[src/rtl/leq_pkg.sv]
package leq_pkg;

  // What the merge controller decided for the current cycle.
  typedef enum logic [1:0] {
    MRG_IDLE = 2'd0,
    MRG_SAME = 2'd1,
    MRG_JOIN = 2'd2,
    MRG_INIT = 2'd3
  } merge_kind_t;

  // Number of table entries for a label width.
  function automatic int unsigned label_count(input int unsigned width);
    return 32'd1 << width;
  endfunction

endpackage

[src/rtl/leq_read_mux.sv]
module leq_read_mux #(
  parameter int unsigned LABEL_W  = 5,
  parameter int unsigned N_LABELS = 32
) (
  input  logic [N_LABELS*LABEL_W-1:0] tab_flat_i,
  input  logic [LABEL_W-1:0]          addr_i,
  output logic [LABEL_W-1:0]          root_o
);

  // Entry k sits at bits [k*LABEL_W +: LABEL_W].
  always_comb begin
    root_o = tab_flat_i[addr_i*LABEL_W +: LABEL_W];
  end

endmodule

[src/rtl/leq_merge_ctrl.sv]
module leq_merge_ctrl
  import leq_pkg::*;
#(
  parameter int unsigned LABEL_W = 5
) (
  input  logic               clk,
  input  logic               rst_n,
  input  logic               init_i,
  input  logic               merge_valid_i,
  input  logic [LABEL_W-1:0] root_a_i,
  input  logic [LABEL_W-1:0] root_b_i,
  output merge_kind_t        kind_o,
  output logic               fire_o,
  output logic               join_o,
  output logic [LABEL_W-1:0] old_root_o,
  output logic [LABEL_W-1:0] new_root_o,
  output logic               done_o
);

  function automatic logic [LABEL_W-1:0] pick_lo(input logic [LABEL_W-1:0] x,
                                                 input logic [LABEL_W-1:0] y);
    return (x < y) ? x : y;
  endfunction

  function automatic logic [LABEL_W-1:0] pick_hi(input logic [LABEL_W-1:0] x,
                                                 input logic [LABEL_W-1:0] y);
    return (x < y) ? y : x;
  endfunction

  always_comb begin
    if (init_i)                     kind_o = MRG_INIT;
    else if (!merge_valid_i)        kind_o = MRG_IDLE;
    else if (root_a_i == root_b_i)  kind_o = MRG_SAME;
    else                            kind_o = MRG_JOIN;
  end

  assign fire_o     = (kind_o == MRG_SAME) || (kind_o == MRG_JOIN);
  assign join_o     = (kind_o == MRG_JOIN);
  assign new_root_o = pick_lo(root_a_i, root_b_i);
  assign old_root_o = pick_hi(root_a_i, root_b_i);

  always_ff @(posedge clk or negedge rst_n) begin
    if (!rst_n) done_o <= 1'b0;
    else        done_o <= fire_o;
  end

endmodule

[src/rtl/leq_entry.sv]
module leq_entry #(
  parameter int unsigned LABEL_W = 5,
  parameter int unsigned IDX     = 0
) (
  input  logic               clk,
  input  logic               rst_n,
  input  logic               init_i,
  input  logic               join_i,
  input  logic [LABEL_W-1:0] old_root_i,
  input  logic [LABEL_W-1:0] new_root_i,
  output logic [LABEL_W-1:0] root_q
);

  localparam logic [LABEL_W-1:0] SELF = LABEL_W'(IDX);

  // Each entry compares itself against the losing root and redirects.
  always_ff @(posedge clk or negedge rst_n) begin
    if (!rst_n)                             root_q <= SELF;
    else if (init_i)                        root_q <= SELF;
    else if (join_i && root_q == old_root_i) root_q <= new_root_i;
  end

endmodule

[src/rtl/label_root_table.sv]
module label_root_table
  import leq_pkg::*;
#(
  parameter int unsigned LABEL_W  = 5,
  parameter int unsigned RD_PORTS = 4
) (
  input  logic                        clk,
  input  logic                        rst_n,
  input  logic                        init_i,
  input  logic                        merge_valid_i,
  input  logic [LABEL_W-1:0]          merge_a_i,
  input  logic [LABEL_W-1:0]          merge_b_i,
  output logic                        merge_done_o,
  input  logic [RD_PORTS*LABEL_W-1:0] rd_addr_i,
  output logic [RD_PORTS*LABEL_W-1:0] rd_root_o
);

  localparam int unsigned N_LABELS = label_count(LABEL_W);

  // Named internal events, brought out for the bound checker.
  logic [N_LABELS*LABEL_W-1:0] tab_flat;
  logic [LABEL_W-1:0]          root_a;
  logic [LABEL_W-1:0]          root_b;
  logic [LABEL_W-1:0]          old_root;
  logic [LABEL_W-1:0]          new_root;
  logic                        merge_fire;
  logic                        merge_join;
  merge_kind_t                 merge_kind;

  // Roots of the two merge operands, sampled before the edge.
  leq_read_mux #(.LABEL_W(LABEL_W), .N_LABELS(N_LABELS)) u_rd_a (
    .tab_flat_i (tab_flat),
    .addr_i     (merge_a_i),
    .root_o     (root_a)
  );

  leq_read_mux #(.LABEL_W(LABEL_W), .N_LABELS(N_LABELS)) u_rd_b (
    .tab_flat_i (tab_flat),
    .addr_i     (merge_b_i),
    .root_o     (root_b)
  );

  leq_merge_ctrl #(.LABEL_W(LABEL_W)) u_ctrl (
    .clk           (clk),
    .rst_n         (rst_n),
    .init_i        (init_i),
    .merge_valid_i (merge_valid_i),
    .root_a_i      (root_a),
    .root_b_i      (root_b),
    .kind_o        (merge_kind),
    .fire_o        (merge_fire),
    .join_o        (merge_join),
    .old_root_o    (old_root),
    .new_root_o    (new_root),
    .done_o        (merge_done_o)
  );

  for (genvar e = 0; e < N_LABELS; e++) begin : g_entry
    leq_entry #(.LABEL_W(LABEL_W), .IDX(e)) u_entry (
      .clk        (clk),
      .rst_n      (rst_n),
      .init_i     (init_i),
      .join_i     (merge_join),
      .old_root_i (old_root),
      .new_root_i (new_root),
      .root_q     (tab_flat[e*LABEL_W +: LABEL_W])
    );
  end

  for (genvar p = 0; p < RD_PORTS; p++) begin : g_port
    leq_read_mux #(.LABEL_W(LABEL_W), .N_LABELS(N_LABELS)) u_rd (
      .tab_flat_i (tab_flat),
      .addr_i     (rd_addr_i[p*LABEL_W +: LABEL_W]),
      .root_o     (rd_root_o[p*LABEL_W +: LABEL_W])
    );
  end

endmodule

[config.mk]
export PLATFORM = sky130hd
export DESIGN_NAME = label_root_table
export DESIGN_NICKNAME = d
export VERILOG_FILES = /design/src/rtl/leq_pkg.sv /design/src/rtl/leq_read_mux.sv /design/src/rtl/leq_merge_ctrl.sv /design/src/rtl/leq_entry.sv /design/src/rtl/label_root_table.sv
export SDC_FILE = /design/constraint.sdc
export NUM_CORES = 1
export LEC_CHECK = 0
export CAP_MARGIN = 25
export CORE_MARGIN = 2
export CORE_UTILIZATION = 40
export CTS_BUF_LIST = sky130_fd_sc_hd__clkbuf_8
export DETAILED_ROUTE_END_ITERATION = 12
export DONT_BUFFER_PORTS = 1
export GPL_TIMING_DRIVEN = 1
export PLACE_DENSITY_LB_ADDON = 0.12
export SLEW_MARGIN = 25
export SYNTH_ARGS = -nofsm -noshare
export SYNTH_HDL_FRONTEND = slang
export SYNTH_SLANG_ARGS = --single-unit
[constraint.sdc]
create_clock -name clk -period 7.9 [get_ports clk]
set_clock_uncertainty 0.1 [all_clocks]
set_input_delay 0.79 -clock clk [delete_from_list [all_inputs] [get_ports clk]]
set_output_delay 0.79 -clock clk [all_outputs]
set_load 0.05 [all_outputs]
Word level (Yosys, flattened, before mapping)
Cells that the tools add are included.
Widths: inputs -> output; s select.
- flip-flop bits (word level): 161
- bits in latches: 0
- bits in writable memories: 0
- memory bits (read-only): 0
- input port bits: 34
- output and inout port bits: 21
- word-level logic and storage cells: 215
- memories kept: 0
- add/sub/neg operators: 0
- $mul: 6
- div/mod/pow operators: 0
- order comparisons: 1
- eq/ne operators: 35
- shift operators: 6
- multiplexer cells: 69
- bitwise gates (word level): 0
- reductions and logical operators: 65
- operators by type and width (operator ; count):
    $shiftx 160x9->5 ; 6
    $mux 5 ; 66
    $eq 5x5->1 ; 33
    $reduce_bool 2->1 ; 32
    $mul 5x3->8 const B ; 6
    $logic_and 1x1->1 ; 32
    $mux 2 ; 3
    $lt 5x5->1 ; 1
    $eq 2x1->1 const B ; 1
    $eq 2x2->1 const B ; 1
    $logic_or 1x1->1 ; 1

Logic depth before layout (Yosys ltp)
- depth in word-level cells: 10
- mapped depth: 22

Hierarchy
Synthesis repeated with hierarchy kept, for this count alone.
- cells, all modules: 1355
- area, all modules: 17505.5 sq um
- by module, submodules not included (module ; times used ; cells an instance ; area each (sq um) ; seq. area each (sq um)):
    leq_read_mux ; 6 ; 66 ; 1258.7 ; 0.0
    leq_entry at g_entry[10].u_entry ... ; 6 ; 29 ; 302.8 ; 127.6
    leq_entry at g_entry[11].u_entry ... ; 6 ; 29 ; 299.0 ; 128.9
    leq_entry at g_entry[19].u_entry ... ; 3 ; 29 ; 297.8 ; 128.9
    leq_entry at g_entry[23].u_entry ... ; 3 ; 29 ; 294.0 ; 130.1
    leq_entry at g_entry[16].u_entry ... ; 2 ; 29 ; 307.8 ; 126.4
    leq_entry at g_entry[17].u_entry ... ; 2 ; 29 ; 305.3 ; 127.6
    leq_entry at g_entry[15].u_entry ... ; 2 ; 29 ; 295.3 ; 130.1
    leq_merge_ctrl ; 1 ; 32 ; 324.1 ; 25.0
    leq_entry at g_entry[0].u_entry ; 1 ; 28 ; 309.0 ; 125.1
    leq_entry at g_entry[4].u_entry ; 1 ; 29 ; 309.0 ; 126.4
    leq_entry at g_entry[2].u_entry ; 1 ; 29 ; 306.5 ; 126.4
    leq_entry at g_entry[8].u_entry ; 1 ; 29 ; 305.3 ; 126.4
    leq_entry at g_entry[5].u_entry ; 1 ; 29 ; 304.0 ; 127.6
    +3 rows ; -- ; -- ; -- ; --

Worst setup path after synthesis
OpenSTA, ideal clock, no wires.
- path type: in2reg
- from: input merge_a_i[2]
- to: register g_entry[7].u_entry.root_q[4]
- arrival time: 5.213 ns
- required time: 7.663 ns
- setup slack: 2.450 ns
- stages: 18
- path buffers: 5
- cell sequence: buf_2 > buf_2 > mux4_2 > mux4_2 > mux2i_4 > buf_2 > inv_1 > ha_1 > nand3_1 > o21ai_1 > o41a_1 > a31o_2 > buf_2 > buf_2 > xnor2_1 > a2111oi_0 > nand3_1 > mux2i_1
- word-level cells in the longest chain between the ends: 9
- elaborated cells between the ends (all ways): 15
- classes of those cells: 1 x mul; 1 x order compare; 3 x eq/ne; 1 x shift; 7 x mux; 2 x reduce/logical
- ends and longest elaborated chain (item ; RTL line ; text):
    start: declaration ; label_root_table.sv:11 ; input logic [LABEL_W-1:0] merge_a_i,
    $mul 5x3->8 (*) ; leq_read_mux.sv:12 ; root_o = tab_flat_i[addr_i*LABEL_W +: LABEL_W];
    $shiftx 160x9->5 (*) ; leq_read_mux.sv:12 ;
    branches (longest 7 deep; another with $lt 5x5->1) ; -- ;
    end signal: assignment ; leq_entry.sv:20 ; else if (join_i && root_q == old_root_i) root_q <= new_root_i;
    end: declaration ; leq_entry.sv:11 ; output logic [LABEL_W-1:0] root_q
Every way passes the cells marked *. The select of a mux whose other input is x is not followed.
A chain may end at the register's enable or synchronous reset.

Worst setup path after layout
- from: register g_entry[22].u_entry.root_q[3]
- to: register g_entry[16].u_entry.root_q[3]
- word-level cells in the longest chain between the ends: 8
- elaborated cells between the ends (all ways): 15
- classes of those cells: 1 x order compare; 3 x eq/ne; 2 x shift; 7 x mux; 2 x reduce/logical
- ends and longest elaborated chain (item ; RTL line):
    start: declaration ; leq_entry.sv:11
    start signal: assignment ; leq_entry.sv:20
    branches (longest 8 deep; another with $lt 5x5->1) ; --
    end signal: assignment ; leq_entry.sv:20
    end: declaration ; leq_entry.sv:11
Several ways; the timed one is not identified. The select of a mux whose other input is x is not followed.

==> run metrics <==
via count 15,006; largest cells by area after synthesis mux4_2, dfstp_2, dfrtp_1; Internal Power 0.00154 W; Vias per Instance 7.34; unrepaired setup endpoints after global routing false; P_sw 0.00117 W; Layout area overhead 3.26%; worst rel slew slack 23.7%; post-synthesis sequential area ratio 23.2%; Clock Tree Root clkbuf_8; #FFs+latches synth 161; largest net degree at the start of global routing 154; Die ar. 46,200 sq um; power per cell area 148 nW/um^2; initial core utilization 40.4%; DPL Wire Length 53,400 microns; FMAX 169 MHz; Slew @ Worst Pin 1140 ps; most common flop cell mapped by yosys dfrtp_1; placed instance area 17,900 sq um; Clk pwr share 24.7%; count of cell types in the netlist 70; share of power burned in registers 33.9%; Post-CTS Setup Bufs 0; First DRT Iteration DRCs 2,092; clock slew at reported path FFs 100 ps; layout cells sized above 1 34.0%; Detailed Routing Iterations Pass 1 6; WHS 118 ps; Post-synth EDFFs 0; Core ar. 44,000 sq um; crit start category flip-flop; Worst path slowest cell a31o_2; Final Max Tran Viols 0; Final min period 5900 ps; vias in the first global route 14,552; count of final setup violators 0; TritonCTS clock tree yes; GPL Wtd Cong 0.993; Max stage delay on crit path 800 ps; TritonCTS buffer count 17; Post-Syn Instances 1,599; drt total wl 79,100 microns; Avg Cell Area, Syn 11.1 sq um; Post-synth ARST share 100%; I/O pin cnt 55; crit path buf inv count 2; fin area 18,400 sq um; Die W 215 microns; Final Hold Fails 0; Sink Count 161; antenna violations before repair 3; power share of the combinational group 41.3%; Die Ht 215 microns; Synth top area share 33.7%; Lkg Pwr 6.69 nW; Worst-Skew Late Latency 580 ps; Crit path max-delay family compound AO/OA/AOI/OAI gates; Yosys warnings 0; Worst EP required 8230 ps; crit path cell chain mux4_2 > mux4_2 > mux2i_1 > buf_4 > ha_1 > a21o_1 > a21oi_1 > o21a_2 > buf_4 > a31o_2 > xnor2_1 > a2111oi_0 > nand3_1 > mux2i_1; Worst setup EP type flip-flop; Residual DRC 0; Rows 77; IO buf count 0; worst min-delay path category in -> async; Crit Path Category reg -> reg; switching fraction of total power 43.1%; Critical Path AT 6230 ps; Antenna Nets Post-Route 0; first-pass GRT wire length 113,000 microns; WL per Instance 38.7 microns; period utilisation layout 74.7%; Post-Syn Area 17,800 sq um; H-tree levels 4; grt ovf 0; largest fanout on the critical path 27; Total GRT Usage 34.6%; status finished clean; Max Cap Viol 0; Max clock buf depth 2; fin nets 1,477; VDD IR-drop max 112 uV; number of fill cells 4,129; setup TNS 0 ps; biggest area consumer among synthesized cells mux4_2; Synth Net Count 1,638
-- per-layer routing --
layer | vias to the layer above | GRT usage, % | wire (microns)
met1 | 7758 | 44.1 | 29700
met4 | 0 | 19.6 | 5050
met3 | 248 | 13.1 | 10400
met2 | 1149 | 50.6 | 34000
li1 | 5851 | - | -
met5 | - | 0.104 | 0
-- area by class of cell --
type                       count  area (sq um)  share of cell area (%)
clock inverter                14           155                   0.845
clock buffer                  18           248                    1.35
sequential                   161          4130                    22.5
antenna                        2          5.00                  0.0272
multi-input combinational   1215         12800                    69.6
timing repair buffer          33           278                    1.51
inverter                      10          37.5                   0.204
tap                          592           741                    4.03
-- power groups by stage --
stage	sequential (W)	clock [W]	combinational, W
after floorplan	0.000883	0	0.000815
after global placement	0.000931	0	0.00105
after detailed placement	0.000931	0	0.00106
after CTS	0.000917	0.000685	0.00109
after global routing	0.000921	0.000714	0.00116
final	0.000921	0.000671	0.00112
-- state kept, by name (all words and copies together), names as in the netlist --
signal and cells:
g_entry.u_entry.root_q 160, u_ctrl.done_o 1
-- Yosys cell counts (17+ instances only) --
cell and instances:
clkbuf_1 138, a21oi_1 39, mux2_2 23, mux4_2 266, xnor2_1 113, xor2_1 72
dfstp_2 80, o211ai_1 17, nand3_1 45, nor2_1 142, nand4_1 19, a31o_2 27
dfrtp_1 81, buf_1 36, nand2_1 89, mux2i_1 141, o21ai_0 23, buf_2 22
-- metrics by stage --
| step | setup WS, ps | total power (W) | instances | util [%] |
|---|---|---|---|---|
| after detailed placement | 1800 | 0.00199 | 2008 | 40.7 |
| after CTS | 2060 | 0.00269 | 2042 | 41.7 |
| after global routing | 1780 | 0.00280 | 2044 | 41.7 |
| after global placement | 1840 | 0.00199 | 2008 | 40.7 |
| final | 2000 | 0.00271 | 2045 | 41.7 |
| after floorplan | 2450 | 0.00170 | 1599 | - |
-- path summary, 6_finish.rpt --
check | to | slack [ps] | start | cells past startpoint
worst max-delay path | g_entry[16].u_entry.root_q[3]$_DFFE_PN0P_ | 2000 | g_entry[22].u_entry.root_q[3]$_DFFE_PN0P_ | 14
worst min-delay path | g_entry[24].u_entry.root_q[2]$_DFFE_PN0P_ | 120 | rst_n | 1
max in group asynchronous | g_entry[7].u_entry.root_q[1]$_DFFE_PN1P_ | 6630 | rst_n | 1
min in group clk | g_entry[10].u_entry.root_q[4]$_DFFE_PN0P_ | 210 | init_i | 1
worst max register to register | g_entry[16].u_entry.root_q[3]$_DFFE_PN0P_ | 2000 | g_entry[22].u_entry.root_q[3]$_DFFE_PN0P_ | 14
worst min register to register | g_entry[3].u_entry.root_q[1]$_DFFE_PN1P_ | 500 | g_entry[3].u_entry.root_q[1]$_DFFE_PN1P_ | 2
-- worst register-to-register path, stage by stage, from the launching register on --
cell	delay, ps
dfrtp_1	560
mux4_2	550
mux4_2	500
mux2i_1	150
buf_4	230
ha_1	280
a21o_1	160
a21oi_1	280
o21a_2	420
buf_4	430
a31o_2	830
xnor2_1	190
a2111oi_0	400
nand3_1	460
mux2i_1	230
-- timing repair --
action                    CTS  global route
resized for setup           0             0
hold buffers                2             0
hold endpoints to repair  153             0
-- cells in the final DEF, fill, tap and decap left out, drive strengths merged, types with 5 or more instances in the layout --
master     n
dfrtp     81
a211oi    16
a21oi     40
o41ai      9
o21ai     28
a32oi     10
o211ai    17
and3       7
o22ai     15
dfstp     80
nand2     90
inv       15
nand3     46
nor4       7
nor2     143
nor2b     11
a31o      29
buf       32
a31oi     16
nand4     19
clkbuf    18
mux4     266
o31ai      5
a22oi     14
a311oi     5
ha         5
nor3      16
a2111oi    6
mux2i    144
xnor2    113
xor2      72
mux2      24
-- kinds of logic after synthesis --
family / share of synthesized area (%)
and+or+nand+nor: 9.18
muxes: 43.5
AOI/OAI and AO/OA: 9.33
buffers and inverters: 5.32
DFF: 23.2
adders and majority gates: 0.352
xor gates and xnor gates: 9.11
No activity file was read; power rests on OpenSTA's default activity.
